[config.mk]
export PLATFORM = sky130hd
export DESIGN_NAME = i2c_fifo_pair
export DESIGN_NICKNAME = d
export VERILOG_FILES = /design/src/rtl/i2c_fifo_pkg.sv /design/src/rtl/i2c_fifo_buf.sv /design/src/rtl/i2c_fifo_level.sv /design/src/rtl/i2c_fifo_pair.sv
export SDC_FILE = /design/constraint.sdc
export NUM_CORES = 1
export LEC_CHECK = 0
export BUFFER_PORTS_ARGS = -buffer_cell sky130_fd_sc_hd__buf_4
export CELL_PAD_IN_SITES_DETAIL_PLACEMENT = 0
export CELL_PAD_IN_SITES_GLOBAL_PLACEMENT = 2
export CORE_ASPECT_RATIO = 1.25
export CORE_MARGIN = 2
export CORE_UTILIZATION = 50
export CTS_BUF_LIST = sky130_fd_sc_hd__clkbuf_16
export DETAILED_ROUTE_END_ITERATION = 10
export MAX_ROUTING_LAYER = met4
export PLACE_DENSITY_LB_ADDON = 0.05
export SLEW_MARGIN = 20
export SYNTH_ARGS = -nofsm -noshare
export SYNTH_HDL_FRONTEND = slang
export SYNTH_HIERARCHICAL = 1
export SYNTH_SLANG_ARGS = --single-unit
[constraint.sdc]
create_clock -name clk_i -period 6.4 [get_ports clk_i]
set_input_delay 0.96 -clock clk_i [delete_from_list [all_inputs] [get_ports clk_i]]
set_output_delay 0.96 -clock clk_i [all_outputs]
set_load 0.02 [all_outputs]
[src/rtl/i2c_fifo_pkg.sv]
`timescale 1ns/1ps
package i2c_fifo_pkg;
  localparam int ST_TX_FULL  = 4;
  localparam int ST_RX_FULL  = 5;
  localparam int ST_RX_EMPTY = 6;
  localparam int ST_TX_EMPTY = 7;
  localparam int EV_TX_EMPTY = 2;
  localparam int EV_RX_WMARK = 3;
  localparam int EV_TX_HALF  = 7;
endpackage

[src/rtl/i2c_fifo_buf.sv]
`timescale 1ns/1ps
module i2c_fifo_buf #(
  parameter int W     = 8,
  parameter int DEPTH = 16,
  localparam int AW   = $clog2(DEPTH),
  localparam int CW   = $clog2(DEPTH + 1)
) (
  input  logic          clk_i,
  input  logic          rst_ni,
  input  logic          flush_i,
  input  logic          push_i,
  input  logic [W-1:0]  wdata_i,
  input  logic          pop_i,
  output logic [W-1:0]  rdata_o,
  output logic [CW-1:0] count_o,
  output logic          full_o,
  output logic          empty_o
);
  logic [W-1:0]  mem_q [DEPTH];
  logic [AW-1:0] wr_ptr_q, rd_ptr_q;
  logic [CW-1:0] cnt_q;
  logic          push_ok, pop_ok;

  function automatic logic [AW-1:0] ptr_inc(input logic [AW-1:0] p);
    return (p == AW'(DEPTH - 1)) ? '0 : p + 1'b1;
  endfunction

  assign full_o  = (cnt_q == CW'(DEPTH));
  assign empty_o = (cnt_q == '0);
  assign push_ok = push_i && !full_o && !flush_i;
  assign pop_ok  = pop_i && !empty_o && !flush_i;
  assign rdata_o = empty_o ? '0 : mem_q[rd_ptr_q];
  assign count_o = cnt_q;

  always_ff @(posedge clk_i) begin
    if (push_ok) mem_q[wr_ptr_q] <= wdata_i;
  end

  always_ff @(posedge clk_i or negedge rst_ni) begin
    if (!rst_ni) begin
      wr_ptr_q <= '0;
      rd_ptr_q <= '0;
      cnt_q    <= '0;
    end else if (flush_i) begin
      wr_ptr_q <= '0;
      rd_ptr_q <= '0;
      cnt_q    <= '0;
    end else begin
      if (push_ok) wr_ptr_q <= ptr_inc(wr_ptr_q);
      if (pop_ok)  rd_ptr_q <= ptr_inc(rd_ptr_q);
      case ({push_ok, pop_ok})
        2'b10:   cnt_q <= cnt_q + 1'b1;
        2'b01:   cnt_q <= cnt_q - 1'b1;
        default: cnt_q <= cnt_q;
      endcase
    end
  end
endmodule

[src/rtl/i2c_fifo_level.sv]
`timescale 1ns/1ps
module i2c_fifo_level #(
  parameter int DEPTH = 16,
  localparam int AW   = $clog2(DEPTH),
  localparam int CW   = $clog2(DEPTH + 1)
) (
  input  logic [CW-1:0] count_i,
  input  logic [AW-1:0] thresh_i,
  output logic [AW-1:0] occ_o,
  output logic          above_o
);
  // zero-based occupancy; empty and one entry both read 0
  assign occ_o   = (count_i == '0) ? '0 : AW'(count_i - 1'b1);
  assign above_o = (count_i > {1'b0, thresh_i});
endmodule

[src/rtl/i2c_fifo_pair.sv]
`timescale 1ns/1ps
module i2c_fifo_pair
  import i2c_fifo_pkg::*;
#(
  parameter int DEPTH = 16,
  parameter int TX_W  = 10,
  parameter int RX_W  = 8,
  localparam int AW   = $clog2(DEPTH),
  localparam int CW   = $clog2(DEPTH + 1)
) (
  input  logic            clk_i,
  input  logic            rst_ni,
  input  logic            tx_flush_i,
  input  logic            tx_push_i,
  input  logic [TX_W-1:0] tx_wdata_i,
  input  logic            tx_pop_i,
  output logic [TX_W-1:0] tx_rdata_o,
  input  logic            rx_push_i,
  input  logic [RX_W-1:0] rx_wdata_i,
  input  logic            rx_pop_i,
  output logic [RX_W-1:0] rx_rdata_o,
  input  logic [AW-1:0]   rx_wmark_i,
  output logic [AW-1:0]   tx_occ_o,
  output logic [AW-1:0]   rx_occ_o,
  output logic [7:0]      status_o,
  output logic [7:0]      irq_o
);
  localparam logic [AW-1:0] HALF_THR = AW'(DEPTH / 2);

  logic [CW-1:0] tx_cnt, rx_cnt;
  logic          tx_full, tx_empty, rx_full, rx_empty;
  logic          tx_above_half, rx_above_wm;

  i2c_fifo_buf #(.W(TX_W), .DEPTH(DEPTH)) u_tx_buf (
    .clk_i, .rst_ni,
    .flush_i (tx_flush_i),
    .push_i  (tx_push_i),
    .wdata_i (tx_wdata_i),
    .pop_i   (tx_pop_i),
    .rdata_o (tx_rdata_o),
    .count_o (tx_cnt),
    .full_o  (tx_full),
    .empty_o (tx_empty)
  );

  i2c_fifo_buf #(.W(RX_W), .DEPTH(DEPTH)) u_rx_buf (
    .clk_i, .rst_ni,
    .flush_i (1'b0),
    .push_i  (rx_push_i),
    .wdata_i (rx_wdata_i),
    .pop_i   (rx_pop_i),
    .rdata_o (rx_rdata_o),
    .count_o (rx_cnt),
    .full_o  (rx_full),
    .empty_o (rx_empty)
  );

  // half-empty is the complement of "above DEPTH/2"
  i2c_fifo_level #(.DEPTH(DEPTH)) u_tx_lvl (
    .count_i  (tx_cnt),
    .thresh_i (HALF_THR),
    .occ_o    (tx_occ_o),
    .above_o  (tx_above_half)
  );

  i2c_fifo_level #(.DEPTH(DEPTH)) u_rx_lvl (
    .count_i  (rx_cnt),
    .thresh_i (rx_wmark_i),
    .occ_o    (rx_occ_o),
    .above_o  (rx_above_wm)
  );

  always_comb begin
    status_o              = '0;
    status_o[ST_TX_FULL]  = tx_full;
    status_o[ST_RX_FULL]  = rx_full;
    status_o[ST_RX_EMPTY] = rx_empty;
    status_o[ST_TX_EMPTY] = tx_empty;
    irq_o                 = '0;
    irq_o[EV_TX_EMPTY]    = tx_empty;
    irq_o[EV_RX_WMARK]    = rx_above_wm;
    irq_o[EV_TX_HALF]     = !tx_above_half;
  end
endmodule

* After elaboration in Yosys (flattened, before gate mapping)
Memory sizes are Yosys's and may differ from the RTL's. Cells that the tools add are included.
Operators by class: add/subtract/negate cells 8, mux-type cells 19, magnitude comparators 2, reductions and logical operators 18, eq/ne operators 10
Operators by type and width (number):
- $mux W4 | 10
- $pmux W5 S2 | 2
- $add A4 B1 Y4 const B | 4
- $eq A4 B4 Y1 const B | 4
- $add A5 B1 Y5 const B | 2
- $eq A5 B5 Y1 const B | 2
- $logic_not A5 Y1 | 2
- $mux W10 | 1
- $sub A5 B1 Y5 const B | 2
- $mux W8 | 1
- $logic_and A1 B1 Y1 | 6
- $logic_not A1 Y1 | 6
- $reduce_bool A2 Y1 | 3
- $gt A5 B4 Y1 | 1
- $gt A5 B4 Y1 const B | 1
- $mux W5 | 1
- $eq A2 B1 Y1 const B | 2
- $eq A2 B2 Y1 const B | 2
- $mux W1 | 4
- $reduce_bool A3 Y1 | 1
Word-level totals: word-level logic and storage cells 65, memories 2, bits in registers 26, RAM bits 288
Memories:
- u_tx_buf.mem_q | depth 16, bits a word 10, rd ports 1, clocked after memory_dff 0, write ports 1, line i2c_fifo_buf.sv:19 | logic [W-1:0] mem_q [DEPTH];
- u_rx_buf.mem_q | depth 16, bits a word 8, rd ports 1, clocked after memory_dff 0, write ports 1, line i2c_fifo_buf.sv:19

* Depth between registers and ports, before layout
Gate-level depths: netlist of run 1.
word-level depth 7, gate-level depth with buffers 10

* Cells and area by module
Netlist of run 1, hierarchy kept.
By module, submodules not included:
- i2c_fifo_buf at u_tx_buf | seq. area each 5129.9 um2, instances 1, area each 7051.8 um2, cells an instance 366
- i2c_fifo_buf at u_rx_buf | seq. area each 4169.0 um2, instances 1, area each 5860.6 um2, cells an instance 317
- i2c_fifo_level | seq. area each 0.0 um2, instances 2, area each 193.9 um2, cells an instance 29
- i2c_fifo_pair | seq. area each 0.0 um2, instances 1, area each 123.9 um2, cells an instance 18

* Least setup slack after synthesis of run 1
Ideal clock, no wire load.
path type input to register, start point in tx_flush_i, end point reg u_tx_buf.cnt_q[4], in the netlist u_tx_buf/count_o[4], setup slack 3484 ps, arrival 2838 ps, stages on the path 9, setup time 77 ps, path through or3b_1 > mux2i_2 > xor2_1 > ha_1 > or3_1 > a21oi_1 > mux2i_1 > or3_1 > a21oi_1
On the way: longest elaborated chain between the ends 5, elaborated cells between the ends (all ways) 8
Ends and longest elaborated chain:
- from (decl) | line i2c_fifo_pair.sv:13 | input logic tx_flush_i,
- $logic_not A1 Y1 | line i2c_fifo_buf.sv:30, i2c_fifo_buf.sv:31
- $logic_and A1 B1 Y1 (on tied branches) | line i2c_fifo_buf.sv:31, i2c_fifo_buf.sv:30
- $eq A2 B1 Y1 or $eq A2 B2 Y1 (tied branches) | line i2c_fifo_buf.sv:51 | case ({push_ok, pop_ok})
- $pmux W5 S2 | line i2c_fifo_buf.sv:51
- $mux W5 | line i2c_fifo_buf.sv:44 | end else if (flush_i) begin
- to (signal assigned) | line i2c_fifo_buf.sv:52 | 2'b10: cnt_q <= cnt_q + 1'b1;
- to (signal assigned) | line i2c_fifo_buf.sv:53 | 2'b01: cnt_q <= cnt_q - 1'b1;
- to (signal assigned) | line i2c_fifo_buf.sv:54 | default: cnt_q <= cnt_q;
- to (decl) | line i2c_fifo_buf.sv:21 | logic [CW-1:0] cnt_q;
Several ways; a longest one is shown, not always the timed one. A chain may end at the register's enable or synchronous reset.

* Worst setup path after layout of run 1
start point reg u_tx_buf.rd_ptr_q[0], end point out tx_rdata_o[4]
On the way: longest elaborated chain between the ends 2
Ends and longest elaborated chain:
- from (decl) | line i2c_fifo_buf.sv:20 | logic [AW-1:0] wr_ptr_q, rd_ptr_q;
- from (signal assigned) | line i2c_fifo_buf.sv:50 | if (pop_ok) rd_ptr_q <= ptr_inc(rd_ptr_q);
- $mem_v2 Z16 W10
- $mux W10 | line i2c_fifo_buf.sv:32 | assign rdata_o = empty_o ? '0 : mem_q[rd_ptr_q];
- to (decl) | line i2c_fifo_pair.sv:17 | output logic [TX_W-1:0] tx_rdata_o,
No other way between the ends.

==> impl_metrics.env, run 1 <==
export IMPL_synth_cell_type_count=48
export IMPL_cp_required_ns=5.44
export IMPL_cts_made_buffers=30
export IMPL_core_area_um2=26600
export IMPL_grt_ovfl_total=0
export IMPL_cts_hold_buf=0
export IMPL_finClkSkew_ns=0.0121
export IMPL_worstPathArrival_ns=3.03
export IMPL_clock_sinks=314
export IMPL_synthArstFlopShare_pct=8.28
export IMPL_cpPeakStageDelay_ns=0.77
export IMPL_area_delta_synth_final_pct=12.8
export IMPL_clock_path_buffers=3
export IMPL_synth_enable_flop_cells=288
export IMPL_clk_pin_slew_ns=0.06
export IMPL_ir_worst_vdd_uv=244
export IMPL_cts_tree="built"
export IMPL_gp_congestion=0.755
export IMPL_grt_pass1_wl_um=40000
export IMPL_power_density_nw_per_um2=354
export IMPL_total_leakage_power_nw=5.05
export IMPL_synth_seq_cells=314
export IMPL_synth_top_cell_area_share_pct=64.4
export IMPL_hold_viol=0
export IMPL_period_minus_slack_ns=3.99
export IMPL_path_delay_family="multiplexers"
export IMPL_initial_core_util_pct=50.5
export IMPL_drive_above_1_share_pct=25.4
export IMPL_dieArea_um2=28200
export IMPL_grt_use_total_pct=19.4
export IMPL_grt_pass1_vias=7035
export IMPL_wl_um=25700
export IMPL_cp_slowest_cell="dfrtp_2"
export IMPL_vias=6696
export IMPL_finalSetupTns_ns=0
export IMPL_end_kind="output port"
export IMPL_worst_pin_slew_ns=1.06
export IMPL_drc=0
export IMPL_die_width_um=151
export IMPL_synth_top_flop_cell="edfxtp_1"
export IMPL_antenna_found_initial=0
export IMPL_timing_max_cap_violations=0
export IMPL_dp_cells=1149
export IMPL_synth_area_per_cell_um2=17.7
export IMPL_antenna_cells=0
export IMPL_via_per_inst=5.58
export IMPL_reg2reg_setup_slack_ns=3.44
export IMPL_h_tree_depth=1
export IMPL_cp_common_cell="buf_4"
export IMPL_fin_cells=1201
export IMPL_synthCells=759
export IMPL_clkLatencyLatePin_ns=0.56
export IMPL_cts_root_buf="clkbuf_16"
export IMPL_critPathKind="reg2out"
export IMPL_synthTopCellsByArea="edfxtp_1 (64%), mux4_2 (12%), dfrtp_1 (4.8%)"
export IMPL_timing_final_crit_share_pct=62.4
export IMPL_critPathBufInv=2
export IMPL_yosys_warnings=6
export IMPL_hold_path_class="in2async"
export IMPL_yosys_area_top_type="edfxtp_1"
export IMPL_portBuffers=61
export IMPL_drtIter0Drc=441
export IMPL_syn_area_um2=13400
export IMPL_grt_max_degree=45
export IMPL_ant_nets=0
export IMPL_status="completed"
export IMPL_fillCellCount=2047
export IMPL_final_util_pct=57.0
export IMPL_rows=67
export IMPL_dp_final_hpwl_um=16600
export IMPL_maxSlewViolCount=0
export IMPL_yosysSeqAreaShare_pct=69.3
export IMPL_finalSetupViolations=0
export IMPL_nets=891
export IMPL_worstPathMaxFanout=28
export IMPL_io_pins=71
export IMPL_fmax_mhz=250
export IMPL_drt_pass1_iterations=5
export IMPL_cts_resized=0
export IMPL_wl_per_cell_um=21.4
export IMPL_die_h_um=187
export IMPL_rsz0062_at_grt="false"
export IMPL_slew_headroom_pct=29.0
export IMPL_path_cells="buf_4 -> mux4_2 -> mux2i_1 -> o22ai_1 -> buf_4"
export IMPL_post_cts_buffers=0
export IMPL_start_kind="flip-flop"
[state kept, by name (all words and copies together) (netlist names)]
signal / flops
u_tx_buf/rd_ptr_q: 4
u_rx_buf/rd_ptr_q: 4
u_tx_buf/count_o: 5
u_tx_buf/mem_q: 160
u_tx_buf/wr_ptr_q: 4
u_rx_buf/count_o: 5
u_rx_buf/wr_ptr_q: 4
u_rx_buf/mem_q: 128
[cell usage in the layout (no fill, tap or decap), types with 3 or more instances in the layout]
cell type	synthesis	routed
a21oi_1	20	20
clkinv_2	0	4
ha_1	26	26
clkbuf_16	0	30
mux2i_1	44	44
nor2_1	54	50
clkinv_1	0	5
conb_1	2	21
nor2b_1	4	4
clkinv_4	0	3
xor2_1	12	12
dfrtp_2	0	3
nand2_1	24	24
inv_1	23	28
nor2_2	2	6
mux4_2	72	72
nand2b_1	8	8
o22ai_1	18	18
or3b_1	4	4
dfrtp_1	26	23
o21ai_0	6	6
or3_1	6	6
buf_4	15	78
nor3_1	12	12
nand3_1	14	14
edfxtp_1	288	288
and2_1	4	4
[area by class of cell]
class                   count  area [um2]  area share (%)
well taps                 345         432            2.85
repair buffers             78         586            3.87
clock inverters            22         146           0.967
clock buffers              30         751            4.96
multi-input cells         389        3840            25.3
flip-flops and latches    314        9300            61.4
inverters                  23        86.3           0.570
[power breakdown]
part	internal, mW	switching (mW)	leakage (nW)
Clock	0.858	0.726	0.453
Combinational	0.673	0.735	1.65
Sequential	2.28	0.0889	2.94
[metal layers]
metal | GRT usage, % | wire length (um) | share of wire [%] | vias to the layer above
met3 | 2.59 | 819 | 3.2 | 30
met1 | 23.6 | 10400 | 40 | 3441
met5 | - | 0 | 0 | -
li1 | - | - | - | 3111
met4 | 3.96 | 397 | 1.5 | 0
met2 | 34.5 | 14100 | 55 | 114
[stage by stage]
step	hold WS (ns)	cell area (um2)	setup slack, ns	power [mW]
after global routing	0.316	15100	2.17	5.63
after global placement	0.597	14200	2.99	3.82
final	0.308	15100	2.41	5.36
after detailed placement	0.604	14200	2.94	3.85
after CTS	0.311	15100	2.33	5.45
after floorplan	0.556	13500	3.48	3.47
[worst paths after layout]
kind                                            from                   end  cells past startpoint
max in group asynchronous                     rst_ni  u_rx_buf/rd_ptr_q[3]                      1
worst min-delay path                          rst_ni   u_rx_buf/count_o[4]                      1
min in group clk_i              u_rx_buf/rd_ptr_q[2]  u_rx_buf/rd_ptr_q[2]                      2
worst max-delay path            u_tx_buf/rd_ptr_q[0]         tx_rdata_o[4]                      5
worst max register to register   u_tx_buf/count_o[1]   u_tx_buf/count_o[4]                      9
worst min register to register  u_rx_buf/rd_ptr_q[2]  u_rx_buf/rd_ptr_q[2]                      2
[synth_stat cells (4+ instances only)]
master,count
mux2i_1,44
and2_1,4
mux4_2,72
or3_1,6
nand3_1,14
nor2_1,54
edfxtp_1,288
xor2_1,12
nor3_1,12
ha_1,26
o21ai_0,6
nand2b_1,8
dfrtp_1,26
o22ai_1,18
nor2b_1,4
clkbuf_1,16
buf_4,15
or3b_1,4
nand2_1,24
buf_2,14
inv_1,23
buf_1,5
a21oi_1,20
[logic make-up after synthesis]
kind of cell / count (synthesis) / synth area share [%]
compound gates: 66 / 3.49
flops: 314 / 69.3
fa+ha+maj: 26 / 2.42
buf+inv: 75 / 2.76
simple gates: 144 / 5.49
xor+xnor: 12 / 0.783
mux: 120 / 15.7
other cells: 2 / 0.0559
Note: power is estimated with default switching activity, not from simulation.
==> run 2, diff against run 1 <==
ABC_AREA = 1   (was default)
CORE_UTILIZATION = 42   (was 50)
clock period = 4.1 ns   (was 6.4 ns; I/O delays follow)
==> run 2 against run 1 <==
Against the previous run:
- register-to-register slack got worse by 1.9 ns
- largest power group unchanged
- synthesized area up 2.1%
- critical endpoint unchanged
- clock power rose by 84%
- non-clock buffer count up 4
- global-route usage up 0.28 points
- sequential share of layout area fell by 1.8 points
==> impl_metrics.env, run 2 <==
export IMPL_status="completed"
export IMPL_grt_max_degree=82
export IMPL_post_cts_buffers=0
export IMPL_cts_made_buffers=31
export IMPL_cts_root_buf="clkbuf_16"
export IMPL_synthTopCellsByArea="edfxtp_1 (63%), nand2_1 (5.6%), dfrtp_1 (4.7%)"
export IMPL_io_pins=71
export IMPL_largest_register="u_tx_buf/mem_q"
export IMPL_clock_sinks=314
export IMPL_via_per_inst=5.30
export IMPL_multi_input_area_um2=3880
export IMPL_gp_congestion=0.769
export IMPL_drt_pass1_iterations=5
export IMPL_timing_hold_ws_ns=0.348
export IMPL_synth_seq_cells=314
export IMPL_drtIter0Drc=560
export IMPL_ir_worst_vdd_uv=448
export IMPL_period_minus_slack_ns=3.67
export IMPL_synthArstFlopShare_pct=8.28
export IMPL_yosys_warnings=6
export IMPL_regArea_um2=9300
export IMPL_vias=8630
export IMPL_nets=1251
export IMPL_drc=0
export IMPL_finalSetupViolations=0
export IMPL_wl_per_cell_um=19.8
export IMPL_maxSlewViolCount=0
export IMPL_fin_cells=1629
export IMPL_final_cell_mix="edfxtp_1 (288), nand2_1 (206), nor2_1 (113), buf_4 (81), a21oi_1 (76)"
export IMPL_core_area_um2=32000
export IMPL_area_delta_synth_final_pct=13.9
export IMPL_synthCells=1131
export IMPL_timing_final_crit_share_pct=89.5
export IMPL_synth_cell_type_count=43
export IMPL_total_leakage_power_nw=5.75
export IMPL_ant_nets=0
export IMPL_layout_commonest_cell="edfxtp_1"
export IMPL_finClkSkew_ns=0.0101
export IMPL_clock_path_buffers=3
export IMPL_finalSetupTns_ns=0
export IMPL_synth_top_cell_area_share_pct=63.1
export IMPL_yosysSeqAreaShare_pct=67.9
export IMPL_worst_pin_slew_ns=1.04
export IMPL_portBuffers=61
export IMPL_yosys_area_top_type="edfxtp_1"
export IMPL_cts_hold_buf=1
export IMPL_cts_resized=0
export IMPL_wl_um=32300
export IMPL_cp_required_ns=3.48
export IMPL_grt_pass1_vias=8697
export IMPL_drive_above_1_share_pct=14.1
export IMPL_critPathKind="reg2out"
export IMPL_syn_area_um2=13700
export IMPL_yosysMostFrequentCell="edfxtp_1"
export IMPL_worstPathArrival_ns=3.05
export IMPL_rows=73
export IMPL_timing_max_cap_violations=0
export IMPL_dp_final_hpwl_um=20700
export IMPL_dieArea_um2=34100
export IMPL_power_density_nw_per_um2=636
export IMPL_hold_viol=0
export IMPL_initial_core_util_pct=42.9
export IMPL_synth_enable_flop_cells=288
export IMPL_end_kind="output port"
export IMPL_clkLatencyLatePin_ns=0.57
export IMPL_fillCellCount=2879
export IMPL_die_h_um=206
export IMPL_clk_pin_slew_ns=0.07
export IMPL_slew_headroom_pct=30.1
export IMPL_grt_pass1_wl_um=49200
export IMPL_antenna_cells=0
export IMPL_rsz0062_at_grt="false"
export IMPL_grt_ovfl_total=0
export IMPL_hold_path_class="in2reg"
export IMPL_die_width_um=166
export IMPL_synth_commonest_cells="edfxtp_1 (288), nand2_1 (206), nor2_1 (113)"
export IMPL_worstPathMaxFanout=20
export IMPL_synth_area_per_cell_um2=12.1
export IMPL_start_kind="flip-flop"
export IMPL_top_regs="u_tx_buf/mem_q: 160 flops, u_rx_buf/mem_q: 128 flops"
export IMPL_largest_register_ffs=160
export IMPL_fmax_mhz=273
export IMPL_h_tree_depth=1
export IMPL_cts_tree="built"
export IMPL_grt_use_total_pct=19.7
export IMPL_antenna_found_initial=0
export IMPL_synth_top_flop_cell="edfxtp_1"
export IMPL_dp_cells=1574
-- run 2: cell types whose count changed in the layout (fill, tap and decap cells not counted), sizes merged, moves of 16 or more --
cell / before / now
a221oi: 0 / 18
mux4: 72 / 0
nand2: 24 / 216
a21oi: 20 / 78
o21ai: 8 / 63
nor2: 56 / 123
a211oi: 0 / 18
inv: 30 / 67
o221ai: 2 / 18
-- run 2: path summary, 6_finish.rpt --
path                       cells after the start                 start                   end  slack (ns)
max in group asynchronous                      2                rst_ni  u_rx_buf/rd_ptr_q[0]        3.28
setup / recovery                               7  u_tx_buf/rd_ptr_q[2]         tx_rdata_o[4]        0.43
hold reg to reg                                3  u_tx_buf/rd_ptr_q[3]  u_tx_buf/rd_ptr_q[3]        0.60
setup reg to reg                               6   u_tx_buf/count_o[2]  u_tx_buf/mem_q[1][5]        1.53
hold / removal                                 4            tx_flush_i   u_tx_buf/count_o[1]        0.35
min in group asynchronous                      2                rst_ni   u_tx_buf/count_o[1]        0.52
-- run 2: kinds of logic (layout without fill, tap and decap cells) --
group                      after synthesis  in the layout  synth area share (%)
xor gates and xnor gates                 5              5                 0.320
other                                    2             15                0.0548
and+or+nand+nor                        397            397                  12.7
AOI/OAI and AO/OA                      224            224                  9.86
buffers and inverters                  127            200                  4.14
DFF                                    314            314                  67.9
adders and majority gates               26             26                  2.37
muxes                                   36             36                  2.63
-- run 2: metal layers --
layer	wire [um]	vias to the layer above	track usage, %
met2	17100	161	35.4
met1	13500	4248	23.4
met5	0	-	-
met4	591	0	4.93
li1	-	4178	-
met3	1160	43	2.33
-- run 2: area by class of cell --
type,instances,area share (%)
Inverter,64,1.56
Sequential cell,314,59.6
Multi-Input combinational cell,703,24.9
Timing Repair Buffer,82,3.96
Clock inverter,23,1.73
Clock buffer,31,4.97
Tap cell,412,3.30
-- run 2: where the power goes --
group	leakage (nW)	switching (mW)	total, mW	internal, mW
clock network	0.525	1.16	2.91	1.75
registers	2.94	0.148	3.75	3.60
logic	2.29	2.14	3.28	1.14
total	5.75	3.45	9.93	6.49
-- run 2: stage by stage --
stage                     instance area, um2  worst slack (ns)  util (%)  power [mW]
after floorplan                        13700              1.78         -        6.03
after global placement                 14600              1.14      45.5        7.14
after detailed placement               14600              1.07      45.5        7.13
after CTS                              15600             0.439      48.8        10.1
after global routing                   15600             0.304      48.8        10.5
final                                  15600             0.431      48.8        9.93
-- run 2: worst max-delay path, stage by stage, from the launching register on --
cell and delay, ns:
dfrtp_1 0.72, inv_1 0.36, nor2_1 0.16, inv_1 0.36, o221ai_1 0.33, nor2_1 0.07, a211oi_1 0.28, buf_4 0.21
==> run 3, diff against run 2 <==
CORE_UTILIZATION = 41   (was 42)
HOLD_SLACK_MARGIN = 0.06   (was default)
SYNTH_HIERARCHICAL = default   (was 1)
==> run 3 against run 2 <==
Against the previous run:
- the flow now finishes with violations (DRC)
- synthesized area decreased by 0.36%
- total power increased by 5.9%
- non-clock buffer count decreased by 4
- cell count increased by 6.6%
- worst setup slack improved by 0.34 ns
==> impl_metrics.env, run 3 <==
export IMPL_status="finished with violations"
export IMPL_violations="DRC"
export IMPL_timing_hold_ws_ns=0.402
export IMPL_grt_pass1_wl_um=52700
export IMPL_synth_seq_cells=314
export IMPL_area_delta_synth_final_pct=13.4
export IMPL_finalSetupViolations=0
export IMPL_grt_pass1_vias=8950
export IMPL_cts_tree="built"
export IMPL_total_leakage_power_nw=5.93
export IMPL_wl_um=34200
export IMPL_die_h_um=208
export IMPL_nets=1340
export IMPL_final_util_pct=47.2
export IMPL_stdcell_area_um2=15500
export IMPL_wl_per_cell_um=19.7
export IMPL_via_per_inst=5.07
export IMPL_critPathKind="reg2out"
export IMPL_layout_commonest_cell="edfxtp_1"
export IMPL_cp_common_cell="a21oi_1"
export IMPL_yosys_area_top_type="edfxtp_1"
export IMPL_synth_cell_type_count=38
export IMPL_cp_slowest_cell="dfrtp_1"
export IMPL_maxSlewViolCount=0
export IMPL_slew_headroom_pct=30.0
export IMPL_cts_made_buffers=35
export IMPL_yosysSeqAreaShare_pct=68.1
export IMPL_portBuffers=61
export IMPL_drive_above_1_share_pct=11.3
export IMPL_path_cells="inv_2 -> nand2_1 -> clkinv_1 -> a21oi_1 -> o21ai_0 -> a21oi_1 -> nor2_1 -> buf_4"
export IMPL_cts_root_buf="clkbuf_16"
export IMPL_clk_pin_slew_ns=0.06
export IMPL_synthCells=1238
export IMPL_synth_top_flop_cell="edfxtp_1"
export IMPL_timing_max_cap_violations=0
export IMPL_period_minus_slack_ns=3.33
export IMPL_dp_cells=1671
export IMPL_synthSimpleGateAreaFrac_pct=15.2
export IMPL_syn_area_um2=13700
export IMPL_dp_final_hpwl_um=21500
export IMPL_hold_path_class="in2reg"
export IMPL_synthMuxAreaShare_pct=0
export IMPL_drc=3
export IMPL_hold_viol=0
export IMPL_final_cell_mix="edfxtp_1 (288), nand2_1 (245), nor2_1 (194), o21ai_0 (108), buf_4 (76)"
export IMPL_fin_cells=1736
export IMPL_core_area_um2=32800
export IMPL_initial_core_util_pct=41.6
export IMPL_finalSetupTns_ns=0
export IMPL_yosysMostFrequentCell="edfxtp_1"
export IMPL_antenna_cells=0
export IMPL_synthArstFlopShare_pct=8.28
export IMPL_grt_max_degree=83
export IMPL_power_density_nw_per_um2=680
export IMPL_drt_pass1_iterations=7
export IMPL_rsz0062_at_grt="false"
export IMPL_worst_pin_slew_ns=1.05
export IMPL_synth_fa_ha_area_share_pct=1.83
export IMPL_gp_congestion=0.757
export IMPL_dieArea_um2=34800
export IMPL_largest_register_ffs=160
export IMPL_top_regs="u_tx_buf.mem_q: 160 flops, u_rx_buf.mem_q: 128 flops"
export IMPL_synth_xor_area_share_pct=1.03
export IMPL_cp_required_ns=3.48
export IMPL_worstPathArrival_ns=2.71
export IMPL_h_tree_depth=2
export IMPL_post_place_ws_ns=1.29
export IMPL_critPathBufInv=3
export IMPL_ir_worst_vdd_uv=432
export IMPL_clock_path_buffers=3
export IMPL_total_power_mw=10.5
export IMPL_finClkSkew_ns=0.0126
export IMPL_fmax_mhz=301
export IMPL_clkLatencyLatePin_ns=0.52
export IMPL_synthTopCellsByArea="edfxtp_1 (63%), nand2_1 (6.7%), nor2_1 (5.4%)"
export IMPL_start_kind="flip-flop"
export IMPL_largest_register="u_tx_buf.mem_q"
export IMPL_end_kind="output port"
export IMPL_rows=74
export IMPL_yosys_warnings=0
export IMPL_cts_resized=0
export IMPL_synth_compound_gate_area_share_pct=8.70
export IMPL_grt_ovfl_total=0
export IMPL_synth_top_cell_area_share_pct=63.4
export IMPL_clock_sinks=314
export IMPL_die_width_um=167
export IMPL_synth_area_per_cell_um2=11.0
export IMPL_ant_nets=0
export IMPL_synth_top_family_by_area="simple AND/OR/NAND/NOR gates"
export IMPL_grt_use_total_pct=20.4
export IMPL_synth_commonest_cells="edfxtp_1 (288), nand2_1 (245), nor2_1 (197)"
export IMPL_setup_ws_ns=0.774
export IMPL_worstPathMaxFanout=14
export IMPL_antenna_found_initial=0
export IMPL_placed_area_um2=14400
export IMPL_vias=8804
export IMPL_timing_final_crit_share_pct=81.1
export IMPL_drtIter0Drc=652
export IMPL_synth_enable_flop_cells=288
export IMPL_path_delay_family="flip-flops"
export IMPL_io_pins=71
export IMPL_cpPeakStageDelay_ns=0.64
run 3: cell types whose count changed in the layout (fill, tap and decap cells not counted), sizes merged, moves of 10 or more:
| cell | before | now |
|---|---|---|
| inv | 67 | 86 |
| o221ai | 18 | 0 |
| nand2 | 216 | 249 |
| nand3 | 28 | 61 |
| xor2 | 2 | 13 |
| a211oi | 18 | 0 |
| mux2i | 36 | 0 |
| nor3 | 22 | 1 |
| nor2 | 123 | 199 |
| o21ai | 63 | 125 |
| o22ai | 23 | 12 |
| a221oi | 18 | 0 |
| a21boi | 0 | 10 |
run 3: logic make-up (layout without fill, tap and decap cells):
logic type,Yosys count,after routing
AO/OA/AOI/OAI,225,225
XOR/XNOR,16,16
adder cells (fa/ha/maj),20,20
buffers and inverters,148,220
flip-flops,314,314
other,1,9
AND/OR/NAND/NOR,514,514
run 3: worst paths after layout:
check	from	end	slack (ns)	cells after the start
worst max-delay path	u_tx_buf.rd_ptr_q[1]	tx_rdata_o[4]	0.77	8
worst min-delay path	tx_flush_i	u_tx_buf.count_o[4]	0.40	4
worst max register to register	u_tx_buf.count_o[0]	u_tx_buf.mem_q[4][2]	1.34	7
worst min register to register	u_rx_buf.count_o[4]	u_rx_buf.count_o[4]	0.50	2
max in group asynchronous	rst_ni	u_tx_buf.rd_ptr_q[0]	3.20	2
min in group asynchronous	rst_ni	u_rx_buf.rd_ptr_q[1]	0.57	2
run 3: cell type report:
cell class	instances	area (um2)
Fill cell	3095	17300
Sequential cell	314	9300
Multi-Input combinational cell	784	3690
Clock buffer	35	876
Timing Repair Buffer	78	601
Tap cell	418	523
Inverter	78	295
Clock inverter	29	188
run 3: per-layer routing:
layer	wire length, um	up-vias	GRT usage, %
li1	-	4320	-
met1	14400	4283	24.3
met2	18200	149	36.6
met3	927	52	2.36
met4	665	0	5.16
met5	0	-	-
run 3: power by group:
group	internal, mW	total [mW]	switching [mW]
clock network	1.63	2.91	1.28
registers	3.74	3.88	0.140
logic	1.21	3.73	2.52
total	6.58	10.5	3.94
run 3: worst register-to-register path, cell delays in order, from the launching register on:
cell and delay, ns:
dfrtp_1 0.39, inv_1 0.11, ha_1 0.28, nand3_2 0.14, nand3_2 0.21, inv_1 0.22
nand2_1 0.18, nor2_1 0.83
run 3: what timing repair did:
action,4_1_cts,5_1_grt
setup buffers,0,0
endpoints found under the setup margin,0,0
endpoints found under the hold margin,26,0
hold buffers,1,0
